## src/rtl/nb_sqmul_pkg.sv

```systemverilog
package nb_sqmul_pkg;

   localparam int MAX_P = 4096;
   localparam int MAX_T = 64;

   typedef enum logic {ROT_UP = 1'b0, ROT_DOWN = 1'b1} rot_dir_e;

   function automatic int pow_mod(input int b, input int x, input int p);
      int r;
      int bb;
      r  = 1 % p;
      bb = b % p;
      for (int k = 0; k < x; k++) r = (r * bb) % p;
      return r;
   endfunction

   function automatic bit is_prime(input int p);
      if (p < 2) return 1'b0;
      for (int q = 2; q * q <= p; q++)
         if (p % q == 0) return 1'b0;
      return 1'b1;
   endfunction

   function automatic int ord_two(input int p);
      int r;
      r = 2 % p;
      for (int n = 1; n < p; n++) begin
         if (r == 1) return n;
         r = (r * 2) % p;
      end
      return p;
   endfunction

   function automatic int gcd_i(input int a, input int b);
      int x;
      int y;
      int t;
      x = a;
      y = b;
      for (int n = 0; n < 64 && y != 0; n++) begin
         t = x % y;
         x = y;
         y = t;
      end
      return x;
   endfunction

   // smallest type T with a Gaussian normal basis for GF(2^m), 0 if none
   function automatic int gnb_type(input int m);
      int p;
      int k;
      if (m < 2 || m % 8 == 0) return 0;
      for (int t = 1; t <= MAX_T; t++) begin
         p = t * m + 1;
         if (p <= MAX_P && is_prime(p)) begin
            k = ord_two(p);
            if ((t * m) % k == 0 && gcd_i((t * m) / k, m) == 1) return t;
         end
      end
      return 0;
   endfunction

   // an element of multiplicative order exactly t modulo p
   function automatic int unit_of_order(input int t, input int p);
      bit ok;
      for (int u = 1; u < p; u++) begin
         ok = (pow_mod(u, t, p) == 1);
         for (int s = 1; s < t; s++)
            if (pow_mod(u, s, p) == 1) ok = 1'b0;
         if (ok) return u;
      end
      return 1;
   endfunction

endpackage

```

## src/rtl/nb_rot_var.sv

```systemverilog
module nb_rot_var
   import nb_sqmul_pkg::*;
#(
   parameter int       M   = 11,
   parameter int       SW  = 4,
   parameter rot_dir_e DIR = ROT_UP
)(
   input  logic [M-1:0]  din,
   input  logic [SW-1:0] amt,
   output logic [M-1:0]  dout
);

   // stage k rotates by 2^k modulo M, so any amount is taken modulo M
   for (genvar k = 0; k < SW; k++) begin : g_stage
      localparam int STEP = (2 ** k) % M;
      logic [M-1:0] s_in;
      logic [M-1:0] s_out;
      if (k == 0) begin : g_first
         assign s_in = din;
      end else begin : g_next
         assign s_in = g_stage[k-1].s_out;
      end
      for (genvar i = 0; i < M; i++) begin : g_bit
         if (DIR == ROT_UP) begin : g_up
            localparam int SRC = (i - STEP + M) % M;
            assign s_out[i] = amt[k] ? s_in[SRC] : s_in[i];
         end else begin : g_dn
            localparam int SRC = (i + STEP) % M;
            assign s_out[i] = amt[k] ? s_in[SRC] : s_in[i];
         end
      end
   end

   assign dout = g_stage[SW-1].s_out;

endmodule

```

## src/rtl/nb_digit_mul.sv

```systemverilog
module nb_digit_mul
   import nb_sqmul_pkg::*;
#(
   parameter int M = 11,
   parameter int D = 3
)(
   input  logic [D-1:0] dig,
   input  logic [M-1:0] vec,
   output logic [M-1:0] prod
);

   localparam int T_TYPE = gnb_type(M);
   localparam int P_LEN  = T_TYPE * M + 1;

   // bilinear form for coordinate 0 of a product: bit (j*M+k) pairs a_j with b_k
   function automatic logic [M*M-1:0] build_form();
      logic [M*M-1:0] f;
      int idx [P_LEN];
      int u;
      int pw;
      int pos;
      f = '0;
      if (T_TYPE == 0) return f;
      for (int k = 0; k < P_LEN; k++) idx[k] = 0;
      u = unit_of_order(T_TYPE, P_LEN);
      for (int i = 0; i < M; i++) begin
         pw = pow_mod(2, i, P_LEN);
         for (int j = 0; j < T_TYPE; j++) begin
            pos = (pw * pow_mod(u, j, P_LEN)) % P_LEN;
            idx[pos] = i;
         end
      end
      for (int k = 1; k < P_LEN; k++) begin
         f[idx[k]*M + idx[P_LEN-k]] = ~f[idx[k]*M + idx[P_LEN-k]];
         if (k != 1)
            f[idx[k]*M + idx[(1-k+P_LEN)%P_LEN]] = ~f[idx[k]*M + idx[(1-k+P_LEN)%P_LEN]];
      end
      return f;
   endfunction

   localparam logic [M*M-1:0] FORM = build_form();

   // coordinate j uses the form on both inputs rotated down by j;
   // the digit only occupies coordinates 0..D-1
   always_comb begin
      logic acc;
      for (int j = 0; j < M; j++) begin
         acc = 1'b0;
         for (int t = 0; t < D; t++)
            for (int q = 0; q < M; q++)
               acc = acc ^ (dig[t] & FORM[((t - j + M) % M) * M + q] & vec[(q + j) % M]);
         prod[j] = acc;
      end
   end

endmodule

```

## src/rtl/nb_sqmul_ctrl.sv

```systemverilog
module nb_sqmul_ctrl #(
   parameter int K  = 4,
   parameter int CW = $clog2(K + 1)
)(
   input  logic clk,
   input  logic rst_n,
   input  logic start,
   input  logic clear,
   output logic act,
   output logic done
);

   logic          busy;
   logic [CW-1:0] cnt;
   logic          last;

   assign act  = !clear && (start || busy);
   assign last = act && (start ? (K == 1) : (cnt == CW'(K - 1)));

   always_ff @(posedge clk) begin
      if (!rst_n || clear) begin
         busy <= 1'b0;
         cnt  <= '0;
         done <= 1'b0;
      end else begin
         done <= last;
         if (start) begin
            busy <= (K > 1);
            cnt  <= CW'(1);
         end else if (busy) begin
            if (cnt == CW'(K - 1)) busy <= 1'b0;
            cnt <= cnt + CW'(1);
         end
      end
   end

endmodule

```

## src/rtl/nb_sqmul.sv

```systemverilog
module nb_sqmul
   import nb_sqmul_pkg::*;
#(
   parameter int M  = 11,
   parameter int D  = 3,
   parameter int EW = (M > 1) ? $clog2(M) : 1
)(
   input  logic          clk,
   input  logic          rst_n,
   input  logic          start,
   input  logic          clear,
   input  logic [EW-1:0] e_amt,
   input  logic [D-1:0]  a_dig,
   input  logic [D-1:0]  b_dig,
   output logic [M-1:0]  prod,
   output logic          done
);

   localparam int K      = (M + D - 1) / D;
   localparam int T_TYPE = gnb_type(M);

   // configurations without a Gaussian normal basis are refused
   if (M % 8 == 0) begin : g_bad_m
      $error("nb_sqmul: M=%0d is a multiple of 8", M);
   end
   if (D < 1 || D > M) begin : g_bad_d
      $error("nb_sqmul: digit width D=%0d outside 1..M", D);
   end
   if (T_TYPE == 0) begin : g_no_basis
      $error("nb_sqmul: no Gaussian normal basis found for M=%0d", M);
   end

   function automatic logic [M-1:0] frob_d(input logic [M-1:0] v);
      logic [M-1:0] r;
      for (int i = 0; i < M; i++) r[i] = v[(i - D + M) % M];
      return r;
   endfunction

   logic          act;
   logic [M-1:0]  x_q, y_q, z_q;
   logic [M-1:0]  x_c, y_c, z_c;
   logic [M-1:0]  a_vec, b_vec, a_dn, b_up;
   logic [M-1:0]  y_cur, pp_a, pp_b, pp_b_up;
   logic [EW-1:0] e_q, e_use;

   nb_sqmul_ctrl #(.K(K)) u_ctrl (
      .clk   (clk),
      .rst_n (rst_n),
      .start (start),
      .clear (clear),
      .act   (act),
      .done  (done)
   );

   // a start cycle sees empty registers
   assign x_c   = start ? '0 : x_q;
   assign y_c   = start ? '0 : y_q;
   assign z_c   = start ? '0 : z_q;
   assign e_use = start ? e_amt : e_q;
   assign a_vec = M'(a_dig);
   assign b_vec = M'(b_dig);

   // B digit carried into the 2^e frame
   nb_rot_var #(.M(M), .SW(EW), .DIR(ROT_UP)) u_b_place (
      .din (b_vec), .amt (e_use), .dout (b_up)
   );
   // A is kept in the inverse 2^e frame
   nb_rot_var #(.M(M), .SW(EW), .DIR(ROT_DOWN)) u_a_place (
      .din (a_vec), .amt (e_use), .dout (a_dn)
   );

   assign y_cur = frob_d(y_c) ^ b_up;

   nb_digit_mul #(.M(M), .D(D)) u_mul_a (
      .dig (a_dig), .vec (y_cur), .prod (pp_a)
   );
   nb_digit_mul #(.M(M), .D(D)) u_mul_b (
      .dig (b_dig), .vec (x_c), .prod (pp_b)
   );

   nb_rot_var #(.M(M), .SW(EW), .DIR(ROT_UP)) u_pp_rot (
      .din (pp_b), .amt (e_use), .dout (pp_b_up)
   );

   always_ff @(posedge clk) begin
      if (!rst_n || clear) begin
         x_q <= '0;
         y_q <= '0;
         z_q <= '0;
         e_q <= '0;
      end else if (act) begin
         x_q <= frob_d(x_c ^ a_dn);
         y_q <= y_cur;
         z_q <= frob_d(z_c) ^ pp_a ^ pp_b_up;
         if (start) e_q <= e_amt;
      end
   end

   assign prod = z_q;

endmodule

```

## config.mk

```make
export PLATFORM = sky130hd
export DESIGN_NAME = nb_sqmul
export DESIGN_NICKNAME = d
export VERILOG_FILES = /design/src/rtl/nb_sqmul_pkg.sv /design/src/rtl/nb_rot_var.sv /design/src/rtl/nb_digit_mul.sv /design/src/rtl/nb_sqmul_ctrl.sv /design/src/rtl/nb_sqmul.sv
export SDC_FILE = /design/constraint.sdc
export NUM_CORES = 1
export LEC_CHECK = 0
export BUFFER_PORTS_ARGS = -buffer_cell sky130_fd_sc_hd__buf_4
export CELL_PAD_IN_SITES_DETAIL_PLACEMENT = 0
export CELL_PAD_IN_SITES_GLOBAL_PLACEMENT = 1
export CORE_UTILIZATION = 47
export CTS_CLUSTER_SIZE = 24
export DETAILED_ROUTE_END_ITERATION = 6
export HOLD_SLACK_MARGIN = 0.08
export PLACE_DENSITY = 0.9
export SLEW_MARGIN = 10
export SYNTH_ARGS = -nofsm -noshare
export SYNTH_HDL_FRONTEND = slang
export SYNTH_SLANG_ARGS = --single-unit
```

## constraint.sdc

```tcl
create_clock -name clk -period 4.3 [get_ports clk]
set_clock_uncertainty 0.15 [all_clocks]
set_input_delay 0.43 -clock clk [delete_from_list [all_inputs] [get_ports clk]]
set_output_delay 0.43 -clock clk [all_outputs]
set_load 0.02 [all_outputs]
```

Word-level counts from Yosys, hierarchy flattened:

Index checks and enable logic that the tools add are counted.

* bits in registers: 42
* output and inout bits: 12
* word-level logic and storage cells: 308

* add/subtract/negate cells: 1
* equal/unequal tests: 1
* multiplexer cells: 116
* bitwise logic cells: 174
* reductions and logical operators: 8

Operators by type and width (count)
* 2-to-1 mux 1 bit: 112
* XOR 1 bit: 104
* AND 1 bit: 66
* XOR 11 bit: 4
* 2-to-1 mux 11 bit: 3
* 2-to-1 mux 4 bit: 1
* adder 3 x 1 -> 3 bit (second input constant): 1
* == test 3 x 2 -> 1 bit (second input constant): 1
* logical AND 1 bit: 2
* zero test 1 bit: 2
* logical OR 1 bit: 2
* nonzero test 2 bit: 1
* OR reduction 2 bit: 1

Depth between registers and ports, before layout:

Gate-level depths: netlist of run 1.

* word-level depth: 14
* mapped depth: 13
* depth with buffers taken out: 10

Hierarchy:

From an unflattened synthesis of run 1, not the netlist that was laid out.

* cells, all modules: 524
* area total of the unflattened synthesis: 5415.2 um^2

By module, submodules not included
* nb_sqmul: instances 1, cells each 226, area an instance 2107.0 um^2, sequential area each 740.7 um^2
* nb_digit_mul: instances 2, cells each 98, area an instance 698.2 um^2, sequential area each 0.0 um^2
* nb_rot_var at u_b_place ...: instances 2, cells each 26, area an instance 563.0 um^2, sequential area each 0.0 um^2
* nb_rot_var at u_a_place: instances 1, cells each 26, area an instance 560.5 um^2, sequential area each 0.0 um^2
* nb_sqmul_ctrl: instances 1, cells each 24, area an instance 225.2 um^2, sequential area each 100.1 um^2

Worst setup path after synthesis of run 1:

No wires, ideal clock.

* kind: in2reg
* start point: input e_amt[0]
* end point: register z_q[2] (netlist: prod[2])
* data arrival time: 2937 ps
* required time: 4088 ps
* slack: 1151 ps
* stages: 11
* buffers on the path: 1
* path through: buf_2 > mux2_4 > mux2i_1 > or3_1 > and3_1 > or2_2 > xnor2_1 > nand2_1 > xnor3_1 > or3_1 > nand3_1

* word-level cells in the longest chain between the ends: 13
* elaborated cells between the ends (all ways): 50
* those cells by class: 38 x mux; 12 x bitwise

Ends and longest elaborated chain
* start: declaration: RTL line nb_sqmul.sv:12 `input logic [EW-1:0] e_amt,`
* 2-to-1 mux 4 bit *
* 2-to-1 mux 1 bit (4 in a row): RTL line nb_rot_var.sv:26 `assign s_out[i] = amt[k] ? s_in[SRC] : s_in[i];`
* XOR 11 bit: RTL line nb_sqmul.sv:72 `assign y_cur = frob_d(y_c) ^ b_up;`
* AND 1 bit: RTL line nb_digit_mul.sv:51 `acc = acc ^ (dig[t] & FORM[((t - j + M) % M) * M + q] & vec[(q + j) % M]);`
* XOR 1 bit (4 in a row): RTL line nb_digit_mul.sv:51
* XOR 11 bit: RTL line nb_sqmul.sv:94 `z_q <= frob_d(z_c) ^ pp_a ^ pp_b_up;`
* XOR 11 bit *: RTL line nb_sqmul.sv:94
* end signal: assignment: RTL line nb_sqmul.sv:94
* end: declaration: RTL line nb_sqmul.sv:40 `logic [M-1:0] x_q, y_q, z_q;`

Mark *: on every way between the ends. The rest lies on a longest branch, timed or not.
A chain may end at the register's enable or synchronous reset.

Final worst setup path of run 1:

* start point: register e_q[0]
* end point: register z_q[5] (netlist: prod[5])

* word-level cells in the longest chain between the ends: 14
* elaborated cells between the ends (all ways): 50
* those cells by class: 36 x mux; 14 x bitwise

Ends and longest elaborated chain
* start: declaration: RTL line nb_sqmul.sv:44 `logic [EW-1:0] e_q, e_use;`
* start signal: assignment: RTL line nb_sqmul.sv:95 `if (start) e_q <= e_amt;`
* 2-to-1 mux 4 bit *
* 2-to-1 mux 1 bit (4 in a row): RTL line nb_rot_var.sv:26
* XOR 11 bit: RTL line nb_sqmul.sv:72
* AND 1 bit: RTL line nb_digit_mul.sv:51
* XOR 1 bit (5 in a row): RTL line nb_digit_mul.sv:51
* XOR 11 bit: RTL line nb_sqmul.sv:94
* XOR 11 bit *: RTL line nb_sqmul.sv:94

Marked as above.

==> qor.csv, run 1 <==
metric,value,unit
sequential fraction of the synthesis area,0.161,
die area,11500,sq um
Post-Syn Area,5210,sq um
min Tclk post-route,3.59,ns
drt initial violations,519,
hold_buf cts,0,
min-delay src,y_q[9]$_SDFFE_PP0P_,
Reg2Reg Setup Slack,0.71,ns
Placed Instances,818,
largest cells by area after synthesis,"dfxtp_1, xnor2_1, nand2_1, mux2i_1, xnor3_1",
final worst-path cycle share,0.834,
CTS Buf Count,5,
post-synthesis cell type count,86,
max-cap violations,0,
number of diodes,0,
post-synth top area cell,dfxtp_1,
Antenna Nets Post-Route,0,
post_cts resized,0,
status,"finished, violations left",
Worst R2R End,prod[5]$_SDFFE_PP0P_,
Rel. slew slack,0.495,
Critical Path RT,4.39,ns
Die Height,107,um
Via Count,5153,
Clock Path Buffers,2,
"Remaining Overflow, GRT",0,
P_leak,0.00197,uW
Post-CTS Setup Inserts,0,
clock tree from TritonCTS,yes,
most common cell in the netlist,nand2_1,
Top Ports,26,
Worst Path Max Fanout,15,
initial antenna violation count,0,
"Clk Latency, worst-skew pair",0.31,ns
reg2reg start,e_q[0]$_SDFFE_PP0P_,
Initial Utilization,0.481,
arrival time worst endpoint,3.68,ns
violated checks,design-rule violations,
Hold Path Cell Cnt,2,
worst hold path class,register to register,
unrepaired setup endpoints after global routing,false,
first-pass GRT wire length,25800,um
syn_nets,713,
"Clk pin slew, worst setup/hold paths",0.09,ns
CTS Root Cell,clkbuf_8,
yosys warns,0,
clock sink count,42,
Max Slew Vio Count,0,
Max Clk Rate,279,MHz
vias per inst,6.24,
Yosys reg bits,42,
"Hold Vio Cnt, Final",0,
Syn Area/Cell,7.48,sq um
Routed WL,16300,um
number of global-route vias before repair,4682,
number of I/O port buffers,25,
post-synth top area share,0.161,
dominant synthesized flop cell,dfxtp_1,
Post-synth EDFFs,0,
drt pass-1 iters,7,
CP endpoint kind,register,
Final setup viols,0,
Synth Instances,697,
R2R cell count,10,
Nets,701,
critical path class,register to register,
core area,10800,sq um
Peak VDD IR,0.000192,V
crit path launch type,register,
TNS Setup,0,ns
"FFs w/ async S/R, synth",0,
Wirelength per Cell,19.7,um
DPL Wire Length,12100,um
H-tree depth,2,
drt drc,3,
area growth from synthesis to layout,5.57,%
share of cells above drive strength 1,0.120,
gr usage total,0.292,
Slew @ Worst Pin,0.753,ns
Chip Width,107,um
Power Dens Cells,251,nW/um^2
"non-filler cells, final",826,
Commonest cells post-synth,"nand2_1, nor2_1, xnor2_1",
Cell Rows,38,
GPL Wtd Cong,0.952,
largest net degree at the start of global routing,33,
sink of the worst hold path,y_q[9]$_SDFFE_PP0P_,
-- flip-flops by register name, indices dropped and copies added, names as in the netlist --
name and cells:
u_ctrl.done 1, e_q 4, y_q 11, u_ctrl.busy 1
prod 11, x_q 11, u_ctrl.cnt 3
-- critical path, cell delays in order (launching register included) --
cell	delay (ns)
dfxtp_1	0.48
mux2i_4	0.45
mux2i_1	0.61
a22oi_1	0.22
o22ai_2	0.31
xnor2_4	0.27
xnor2_1	0.15
o221ai_2	0.22
a21oi_1	0.08
or4b_1	0.47
o211ai_1	0.10
-- power by group --
group | total [uW] | internal (uW) | switching, uW
sequential | 437 | 408 | 29.3
combinational | 603 | 254 | 349
clock | 339 | 174 | 165
-- cells by family after synthesis --
| family | after synthesis | synth area share |
|---|---|---|
| AO/OA/AOI/OAI | 166 | 0.222 |
| flip-flops | 42 | 0.161 |
| multiplexers | 40 | 0.0884 |
| AND/OR/NAND/NOR | 289 | 0.265 |
| buffers and inverters | 67 | 0.0595 |
| XOR/XNOR | 91 | 0.199 |
| adder cells (fa/ha/maj) | 2 | 0.00480 |
-- worst max-delay path by stage --
stage               depth (start not counted)  slack (ns)              endpoint                start
detailed placement                         11        0.44  prod[5]$_SDFFE_PP0P_                start
finish                                     10        0.71  prod[5]$_SDFFE_PP0P_  e_q[0]$_SDFFE_PP0P_
floorplan                                  11        1.15  prod[2]$_SDFFE_PP0P_             e_amt[0]
global placement                           11        0.50  prod[5]$_SDFFE_PP0P_                start
global route                               11        0.51  prod[2]$_SDFFE_PP0P_                start
CTS                                        10        0.76  prod[5]$_SDFFE_PP0P_  e_q[0]$_SDFFE_PP0P_
-- layout by cell type (no fill, tap or decap), types with 11 or more instances in the layout --
cell / netlist / final
a21oi_1: 37 / 37
nor2_1: 71 / 71
a22oi_1: 17 / 17
a211oi_1: 13 / 13
o22ai_1: 14 / 14
nand2_1: 109 / 109
nor2b_1: 11 / 11
dfxtp_1: 42 / 42
or3_1: 13 / 13
mux2i_1: 28 / 28
buf_4: 1 / 36
xnor2_1: 64 / 64
xnor3_1: 12 / 12
nand3_1: 18 / 18
o21ai_0: 24 / 24
-- metal layers --
metal | global-route usage | part of all wire | up-vias
met5 | 0 | 0 | -
met4 | 0.118 | 0.031 | 0
met3 | 0.0345 | 0.070 | 36
met2 | 0.474 | 0.46 | 220
met1 | 0.393 | 0.44 | 2438
li1 | - | - | 2459
-- per-stage QoR --
| step | area [sq um] | power, uW | worst slack [ns] | utilization | hold slack (ns) |
|---|---|---|---|---|---|
| 3_5_place_dp | 5390 | 1040 | 0.443 | 0.497 | 0.294 |
| 3_3_place_gp | 5390 | 1030 | 0.502 | 0.497 | 0.292 |
| 6_report | 5500 | 1380 | 0.713 | 0.508 | 0.310 |
| 2_1_floorplan | 5210 | 898 | 1.15 | - | 0.277 |
| 5_1_grt | 5500 | 1450 | 0.510 | 0.508 | 0.335 |
| 4_1_cts | 5500 | 1380 | 0.757 | 0.508 | 0.308 |
-- final cells by class --
cell class | instances | area [sq um]
Fill cell | 1107 | 5340
Sequential cell | 42 | 841
Timing Repair Buffer | 36 | 270
Clock buffer | 6 | 72.6
Inverter | 12 | 45.0
Multi-Input combinational cell | 588 | 4060
Clock inverter | 2 | 37.5
Tap cell | 140 | 175
No activity file was read; power rests on OpenSTA's default activity.
==> run 2: changes to the inputs <==
--- a/config.mk
+++ b/config.mk
@@ -5,14 +5,15 @@
 export SDC_FILE = /design/constraint.sdc
 export NUM_CORES = 1
 export LEC_CHECK = 0
+export ABC_AREA = 1
 export BUFFER_PORTS_ARGS = -buffer_cell sky130_fd_sc_hd__buf_4
 export CELL_PAD_IN_SITES_DETAIL_PLACEMENT = 0
 export CELL_PAD_IN_SITES_GLOBAL_PLACEMENT = 1
-export CORE_UTILIZATION = 47
+export CORE_UTILIZATION = 39
 export CTS_CLUSTER_SIZE = 24
 export DETAILED_ROUTE_END_ITERATION = 6
 export HOLD_SLACK_MARGIN = 0.08
-export PLACE_DENSITY = 0.9
+export PLACE_DENSITY = 0.87
 export SLEW_MARGIN = 10
 export SYNTH_ARGS = -nofsm -noshare
 export SYNTH_HDL_FRONTEND = slang
==> constraint.sdc (replaced) <==
create_clock -name clk -period 3.05 [get_ports clk]
set_clock_uncertainty 0.15 [all_clocks]
set_input_delay 0.305 -clock clk [delete_from_list [all_inputs] [get_ports clk]]
set_output_delay 0.305 -clock clk [all_outputs]
set_load 0.02 [all_outputs]
==> run 2 against run 1 <==
  * The flow now finishes without violations
  * Global-route usage decreased by 2.8 points
  * Count of clock-buffer cells in the layout unchanged
  * Cell count grew 77%
  * Sequential cell count did not move
  * Core utilization shrank 7.9 points
  * Register-to-register slack lost 0.37 ns
  * Via count grew 51%
  * Maximum frequency rose by 33%
  * Largest power group unchanged
==> qor.csv, run 2 <==
metric,value,unit,change
Critical Path RT,3.10,ns,-1.29 ns
hold_ws,0.205,ns,-0.106 ns
Final setup viols,0,,unchanged
Cell Rows,46,,+21%
pre-CTS worst setup slack,0.302,ns,-0.141 ns
worst path bufs/invs,2,,+2
post-synthesis cell type count,34,,-60%
final worst-path cycle share,0.887,,+0.0524
most common library cell in the layout ignoring fill and taps,nand2_1,,
Syn Area/Cell,5.08,sq um,-32%
Synth Area in Simple Gates,0.617,,+0.352
Commonest cells post-synth,"nand2_1, nand3_1, inv_1",,
Routed WL,21000,um,+29%
post-synth top area share,0.258,,+0.0966
"Remaining Overflow, GRT",0,,unchanged
CTS Root Cell,clkbuf_16,,
max incr delay on CP,0.53,ns,-0.08 ns
hold_buf cts,0,,unchanged
drt drc,0,,-3
Chip Width,129,um,+21%
Clock Path Buffers,2,,unchanged
worst hold path class,input pin to register,,
arrival time worst endpoint,2.75,ns,-0.93 ns
first-pass GRT wire length,34900,um,+35%
Peak VDD IR,0.000197,V,+2.5%
P_leak,0.00373,uW,+89%
initial antenna violation count,0,,unchanged
vias per inst,5.35,,-14%
"Hold Vio Cnt, Final",0,,unchanged
number of I/O port buffers,25,,unchanged
Final WS setup,0.346,ns,-0.367 ns
Worst Path Max Fanout,7,,-8
Initial Utilization,0.399,,-0.0822
drt initial violations,674,,+30%
clock tree from TritonCTS,yes,,
combinational fraction of design power,0.485,,+0.047
adder-cell share of the synthesized area,0.00395,,-0.000849
H-tree depth,2,,unchanged
Nets,1258,,+79%
Max Clk Rate,370,MHz,+33%
number of diodes,0,,unchanged
Rel. slew slack,0.431,,-0.0641
post-synth top area cell,nand2_1,,
drt pass-1 iters,6,,-1
min Tclk post-route,2.70,ns,-0.883 ns
sequential fraction of the synthesis area,0.133,,-0.0285
Int Power,1220,uW,+46%
CP endpoint kind,register,,
Top Ports,26,,unchanged
most common cell in the netlist,nand2_1,,
unrepaired setup endpoints after global routing,false,,
NetSw,1020,uW,+88%
CTS Buf Count,5,,unchanged
syn_nets,1263,,+77%
Slew @ Worst Pin,0.853,ns,+0.101 ns
Post-Syn Area,6330,sq um,+21%
Wirelength per Cell,14.4,um,-27%
Finished Core Util,0.428,,-0.0791
Switching Share,0.456,,+0.0617
post-synthesis mux area share,0,,-0.0884
number of global-route vias before repair,6966,,+49%
Max Slew Vio Count,0,,unchanged
"Clk Latency, worst-skew pair",0.30,ns,about the same
worst-path cell chain,inv_1 -> nor2_2 -> nand3_1 -> nand2_1 -> nand2_1 -> nand3_1 -> nand3_1 -> nand3_1 -> nand3_1 -> nand2_1 -> nand2_1 -> nand2_1 -> nand2_1 -> nand3_1 -> nand3_1 -> nand2_1 -> inv_1,,
core area,15900,sq um,+47%
Post-synth EDFFs,0,,unchanged
sequential power share,0.270,,-0.047
"commonest cells after routing, fill and taps aside","nand2_1, nand3_1, inv_1, nor2_1, o21ai_0",,
Post-Synth XOR/XNOR Area,0.0208,,-0.178
max-cap violations,0,,unchanged
largest cells by area after synthesis,"nand2_1, nand3_1, dfxtp_1, inv_1, o21ai_0",,
clock power share,0.245,,about the same
dominant synthesized flop cell,dfxtp_1,,
Pwr Total,2240,uW,+62%
CP max stage cell,dfxtp_1,,
status,"finished, final reports clean",,
die area,16700,sq um,+45%
gr usage total,0.264,,-0.0280
area growth from synthesis to layout,7.49,%,
Yosys reg bits,42,,unchanged
Die Height,129,um,+21%
"FFs w/ async S/R, synth",0,,unchanged
DPL Wire Length,16500,um,+36%
Synth Area in Compound Gates,0.0846,,-0.138
Via Count,7802,,+51%
Power Dens Cells,329,nW/um^2,+31%
share of cells above drive strength 1,0.0885,,-0.0310
clock sink count,42,,unchanged
yosys warns,0,,unchanged
largest family of logic cells by synthesized area,simple AND/OR/NAND/NOR gates,,
Synth Instances,1247,,+79%
crit path launch type,register,,
largest net degree at the start of global routing,42,,+27%
TNS Setup,0,ns,unchanged
"delay-heaviest family, CP",simple AND/OR/NAND/NOR gates,,
critical path class,register to register,,
Antenna Nets Post-Route,0,,unchanged
"Clk pin slew, worst setup/hold paths",0.07,ns,-0.02 ns
GPL Wtd Cong,0.958,,+0.63%
## run 2: worst register-to-register path, stage by stage, from the launching register on
cell	delay (ns)
dfxtp_1	0.53
inv_1	0.12
nor2_2	0.29
nand3_1	0.11
nand2_1	0.09
nand2_1	0.09
nand3_1	0.19
nand3_1	0.15
nand3_1	0.14
nand3_1	0.11
nand2_1	0.10
nand2_1	0.05
nand2_1	0.07
nand2_1	0.09
nand3_1	0.08
nand3_1	0.12
nand2_1	0.09
inv_1	0.04
## run 2: routing by layer
metal,GRT usage,share of wire
met5,0,0
met4,0.111,0.031
met3,0.0322,0.065
met2,0.439,0.46
met1,0.345,0.44
## run 2: per-stage QoR
stage	instances	cell area, sq um
2_1_floorplan	1247	6330
3_5_place_dp	1451	6660
6_report	1459	6810
4_1_cts	1459	6800
3_3_place_gp	1451	6660
5_1_grt	1459	6810
## run 2: cell families (layout without fill, tap and decap cells)
| family | count (synthesis) | after routing |
|---|---|---|
| and+or+nand+nor | 877 | 877 |
| buffers and inverters | 211 | 207 |
| xor gates and xnor gates | 15 | 15 |
| adders and majority gates | 2 | 2 |
| AOI/OAI and AO/OA | 100 | 100 |
| DFF | 42 | 42 |
## run 2: worst paths after layout
check,startpoint,endpoint,slack [ns],cells past startpoint
hold / removal,start,u_ctrl.cnt[1]$_SDFFE_PP0P_,0.20,2
setup / recovery,x_q[5]$_SDFFE_PP0P_,prod[8]$_SDFFE_PP0P_,0.35,17
hold reg to reg,u_ctrl.cnt[1]$_SDFFE_PP0P_,u_ctrl.cnt[1]$_SDFFE_PP0P_,0.34,2
setup reg to reg,x_q[5]$_SDFFE_PP0P_,prod[8]$_SDFFE_PP0P_,0.35,17
## run 2: timing repair
action	4_1_cts	5_1_grt
hold endpoints to repair	0	0
endpoints found under the setup margin	0	1
resized for setup	0	1
setup buffers	0	0
## run 2: power by group through the flow
stage	Clock [uW]	Sequential [uW]	Combinational, uW
floorplan	0	617	802
global placement	0	616	1060
detailed placement	0	616	1070
CTS	562	604	1070
global route	577	608	1230
finish	549	605	1080
## run 2: layout make-up
class | count | area [sq um]
Clock buffer | 6 | 129
Clock inverter | 2 | 13.8
Sequential cell | 42 | 841
Fill cell | 1850 | 9080
Timing Repair Buffer | 49 | 380
Inverter | 150 | 566
Tap cell | 216 | 270
Multi-Input combinational cell | 994 | 4610
==> run 3: changes to the inputs <==
--- a/config.mk
+++ b/config.mk
@@ -6,12 +6,12 @@
 export NUM_CORES = 1
 export LEC_CHECK = 0
 export ABC_AREA = 1
-export BUFFER_PORTS_ARGS = -buffer_cell sky130_fd_sc_hd__buf_4
 export CELL_PAD_IN_SITES_DETAIL_PLACEMENT = 0
 export CELL_PAD_IN_SITES_GLOBAL_PLACEMENT = 1
-export CORE_UTILIZATION = 39
+export CORE_UTILIZATION = 40
 export CTS_CLUSTER_SIZE = 24
 export DETAILED_ROUTE_END_ITERATION = 6
+export DONT_BUFFER_PORTS = 1
 export HOLD_SLACK_MARGIN = 0.08
 export PLACE_DENSITY = 0.87
 export SLEW_MARGIN = 10
==> run 3 against run 2 <==
  * Via count shrank 1.1%
  * Clock power increased by 17%
  * Die area down 2.5%
  * Total power up 1.0%
  * Core utilization grew 0.18 points
  * Register-to-register slack got worse by 0.08 ns
  * Worst setup slack got worse by 0.085 ns
  * Sequential cell count is the same
  * Combinational power fell by 8%
  * First-iteration DRC count up 28%
  * Critical path type unchanged
  * Critical endpoint is now prod[3]$_SDFFE_PP0P_
  * Largest cell class unchanged
==> qor.csv, run 3 (synthesized netlist as in run 2, its figures left out) <==
metric,value,unit,change
largest net degree at the start of global routing,39,,-7.1%
max incr delay on CP,0.56,ns,+0.03 ns
CTS Buf Count,5,,unchanged
GPL Wtd Cong,0.944,,-1.5%
worst-path cell chain,clkinvlp_4 -> nor2_4 -> nand3_1 -> nand2_1 -> nand2_1 -> nand3_1 -> nand3_1 -> nand3_1 -> nand3_1 -> nand3_1 -> nand2_1 -> nand2_1 -> nand2_1 -> nand2_1 -> nand3_1 -> nand2_1 -> inv_1,,
most common library cell in the layout ignoring fill and taps,nand2_1,,
Cell Rows,45,,-2.2%
CP endpoint kind,register,,
"Remaining Overflow, GRT",0,,unchanged
Initial Utilization,0.413,,+0.0148
worst hold path class,input pin to register,,
min Tclk post-route,2.79,ns,+0.0845 ns
Clock Path Buffers,2,,unchanged
H-tree depth,2,,unchanged
TNS Setup,0,ns,unchanged
Worst Path Max Fanout,8,,+1
vias per inst,5.42,,+1.4%
area growth from synthesis to layout,4.07,%,
P_leak,0.00358,uW,-3.8%
CP max stage cell,dfxtp_1,,
Post-CTS Setup Inserts,0,,unchanged
number of global-route vias before repair,6906,,-0.86%
Nets,1228,,-2.4%
number of diodes,0,,unchanged
gr usage total,0.269,,+0.00531
Critical Path RT,3.10,ns,about the same
critical path class,register to register,,
Final WS setup,0.262,ns,-0.0845 ns
Top Ports,26,,unchanged
max-cap violations,0,,unchanged
Max Slew Vio Count,0,,unchanged
Via Count,7715,,-1.1%
"Clk Latency, worst-skew pair",0.29,ns,about the same
"delay-heaviest family, CP",simple AND/OR/NAND/NOR gates,,
Filler cells,1751,,-5.4%
status,"finished, final reports clean",,
drt drc,0,,unchanged
Finished Core Util,0.430,,+0.00183
Chip Width,128,um,-1.2%
Antenna Nets Post-Route,0,,unchanged
Rel. slew slack,0.348,,-0.0824
share of cells above drive strength 1,0.0660,,-0.0225
Placed Instances,1415,,-2.5%
core area,15300,sq um,-3.6%
initial antenna violation count,0,,unchanged
worst path bufs/invs,2,,unchanged
Wirelength per Cell,15.1,um,+4.6%
Die Height,128,um,-1.2%
crit path launch type,register,,
Max Clk Rate,359,MHz,-3.0%
"commonest cells after routing, fill and taps aside","nand2_1, nand3_1, inv_1, nor2_1, o21ai_0",,
drt initial violations,862,,+28%
"Clk pin slew, worst setup/hold paths",0.07,ns,about the same
first-pass GRT wire length,35100,um,+0.57%
Peak VDD IR,0.000186,V,-5.7%
DPL Wire Length,16400,um,-0.39%
Routed WL,21400,um,+2.0%
die area,16300,sq um,-2.5%
number of I/O port buffers,0,,-100%
unrepaired setup endpoints after global routing,false,,
Post-DP Area,6410,sq um,-3.8%
Final Cell Area,6590,sq um,-3.2%
final worst-path cycle share,0.914,,+0.0277
"Hold Vio Cnt, Final",0,,unchanged
Power Dens Cells,343,nW/um^2,+4.4%
Slew @ Worst Pin,0.977,ns,+0.123 ns
"non-filler cells, final",1423,,-2.5%
CTS Root Cell,clkbuf_16,,
drt pass-1 iters,6,,unchanged
clock sink count,42,,unchanged
clock tree from TritonCTS,yes,,
pre-CTS worst setup slack,0.295,ns,-0.00688 ns
Final setup viols,0,,unchanged
arrival time worst endpoint,2.84,ns,+0.09 ns
## run 3: worst paths after layout
kind	from	depth (start not counted)	end	slack [ns]
setup / recovery	x_q[10]$_SDFFE_PP0P_	17	prod[3]$_SDFFE_PP0P_	0.26
hold / removal	start	3	u_ctrl.done$_SDFF_PP0_	0.16
setup reg to reg	x_q[10]$_SDFFE_PP0P_	17	prod[3]$_SDFFE_PP0P_	0.26
hold reg to reg	u_ctrl.busy$_SDFF_PP0_	2	u_ctrl.cnt[1]$_SDFFE_PP0P_	0.33
## run 3: routing by layer
metal	part of all wire	routed length, um	global-route usage
met1	0.46	9890	0.362
met2	0.45	9720	0.449
met3	0.062	1330	0.0296
met4	0.023	490	0.0865
met5	0	0	0
## run 3: area by class of cell
cell class / instances / area (sq um) / area share
Tap cell: 211 / 264 / 0.0401
Clock inverter: 1 / 30.0 / 0.00456
Clock buffer: 6 / 139 / 0.0211
Sequential cell: 42 / 841 / 0.128
Multi-Input combinational cell: 994 / 4600 / 0.698
Timing Repair Buffer: 19 / 145 / 0.0220
Inverter: 150 / 569 / 0.0864
## run 3: power breakdown
group | switching (uW) | total [uW] | internal (uW) | leakage, uW
clock | 238 | 643 | 405 | 0.0000829
sequential | 44.1 | 621 | 577 | 0.000343
combinational | 691 | 997 | 307 | 0.00316
## run 3: worst reg2reg max path: stages (launching register included)
cell and delay (ns):
dfxtp_1 0.56, clkinvlp_4 0.32, nor2_4 0.26, nand3_1 0.10
nand2_1 0.08, nand2_1 0.09, nand3_1 0.13, nand3_1 0.15
nand3_1 0.18, nand3_1 0.13, nand3_1 0.14, nand2_1 0.06
nand2_1 0.07, nand2_1 0.05, nand2_1 0.05, nand3_1 0.06
nand2_1 0.07, inv_1 0.04
## run 3: metrics by stage
stage / power [uW] / hold slack (ns)
3_5_place_dp: 1610 / 0.243
4_1_cts: 2260 / 0.136
3_3_place_gp: 1600 / 0.244
5_1_grt: 2430 / 0.165
6_report: 2260 / 0.156
2_1_floorplan: 1420 / 0.302
## run 3: repair_timing
| action | 4_1_cts | 5_1_grt |
|---|---|---|
| endpoints found under the hold margin | 1 | 0 |
| hold buffers | 1 | 0 |
| gates resized for setup | 0 | 1 |
| setup endpoints to repair | 0 | 1 |
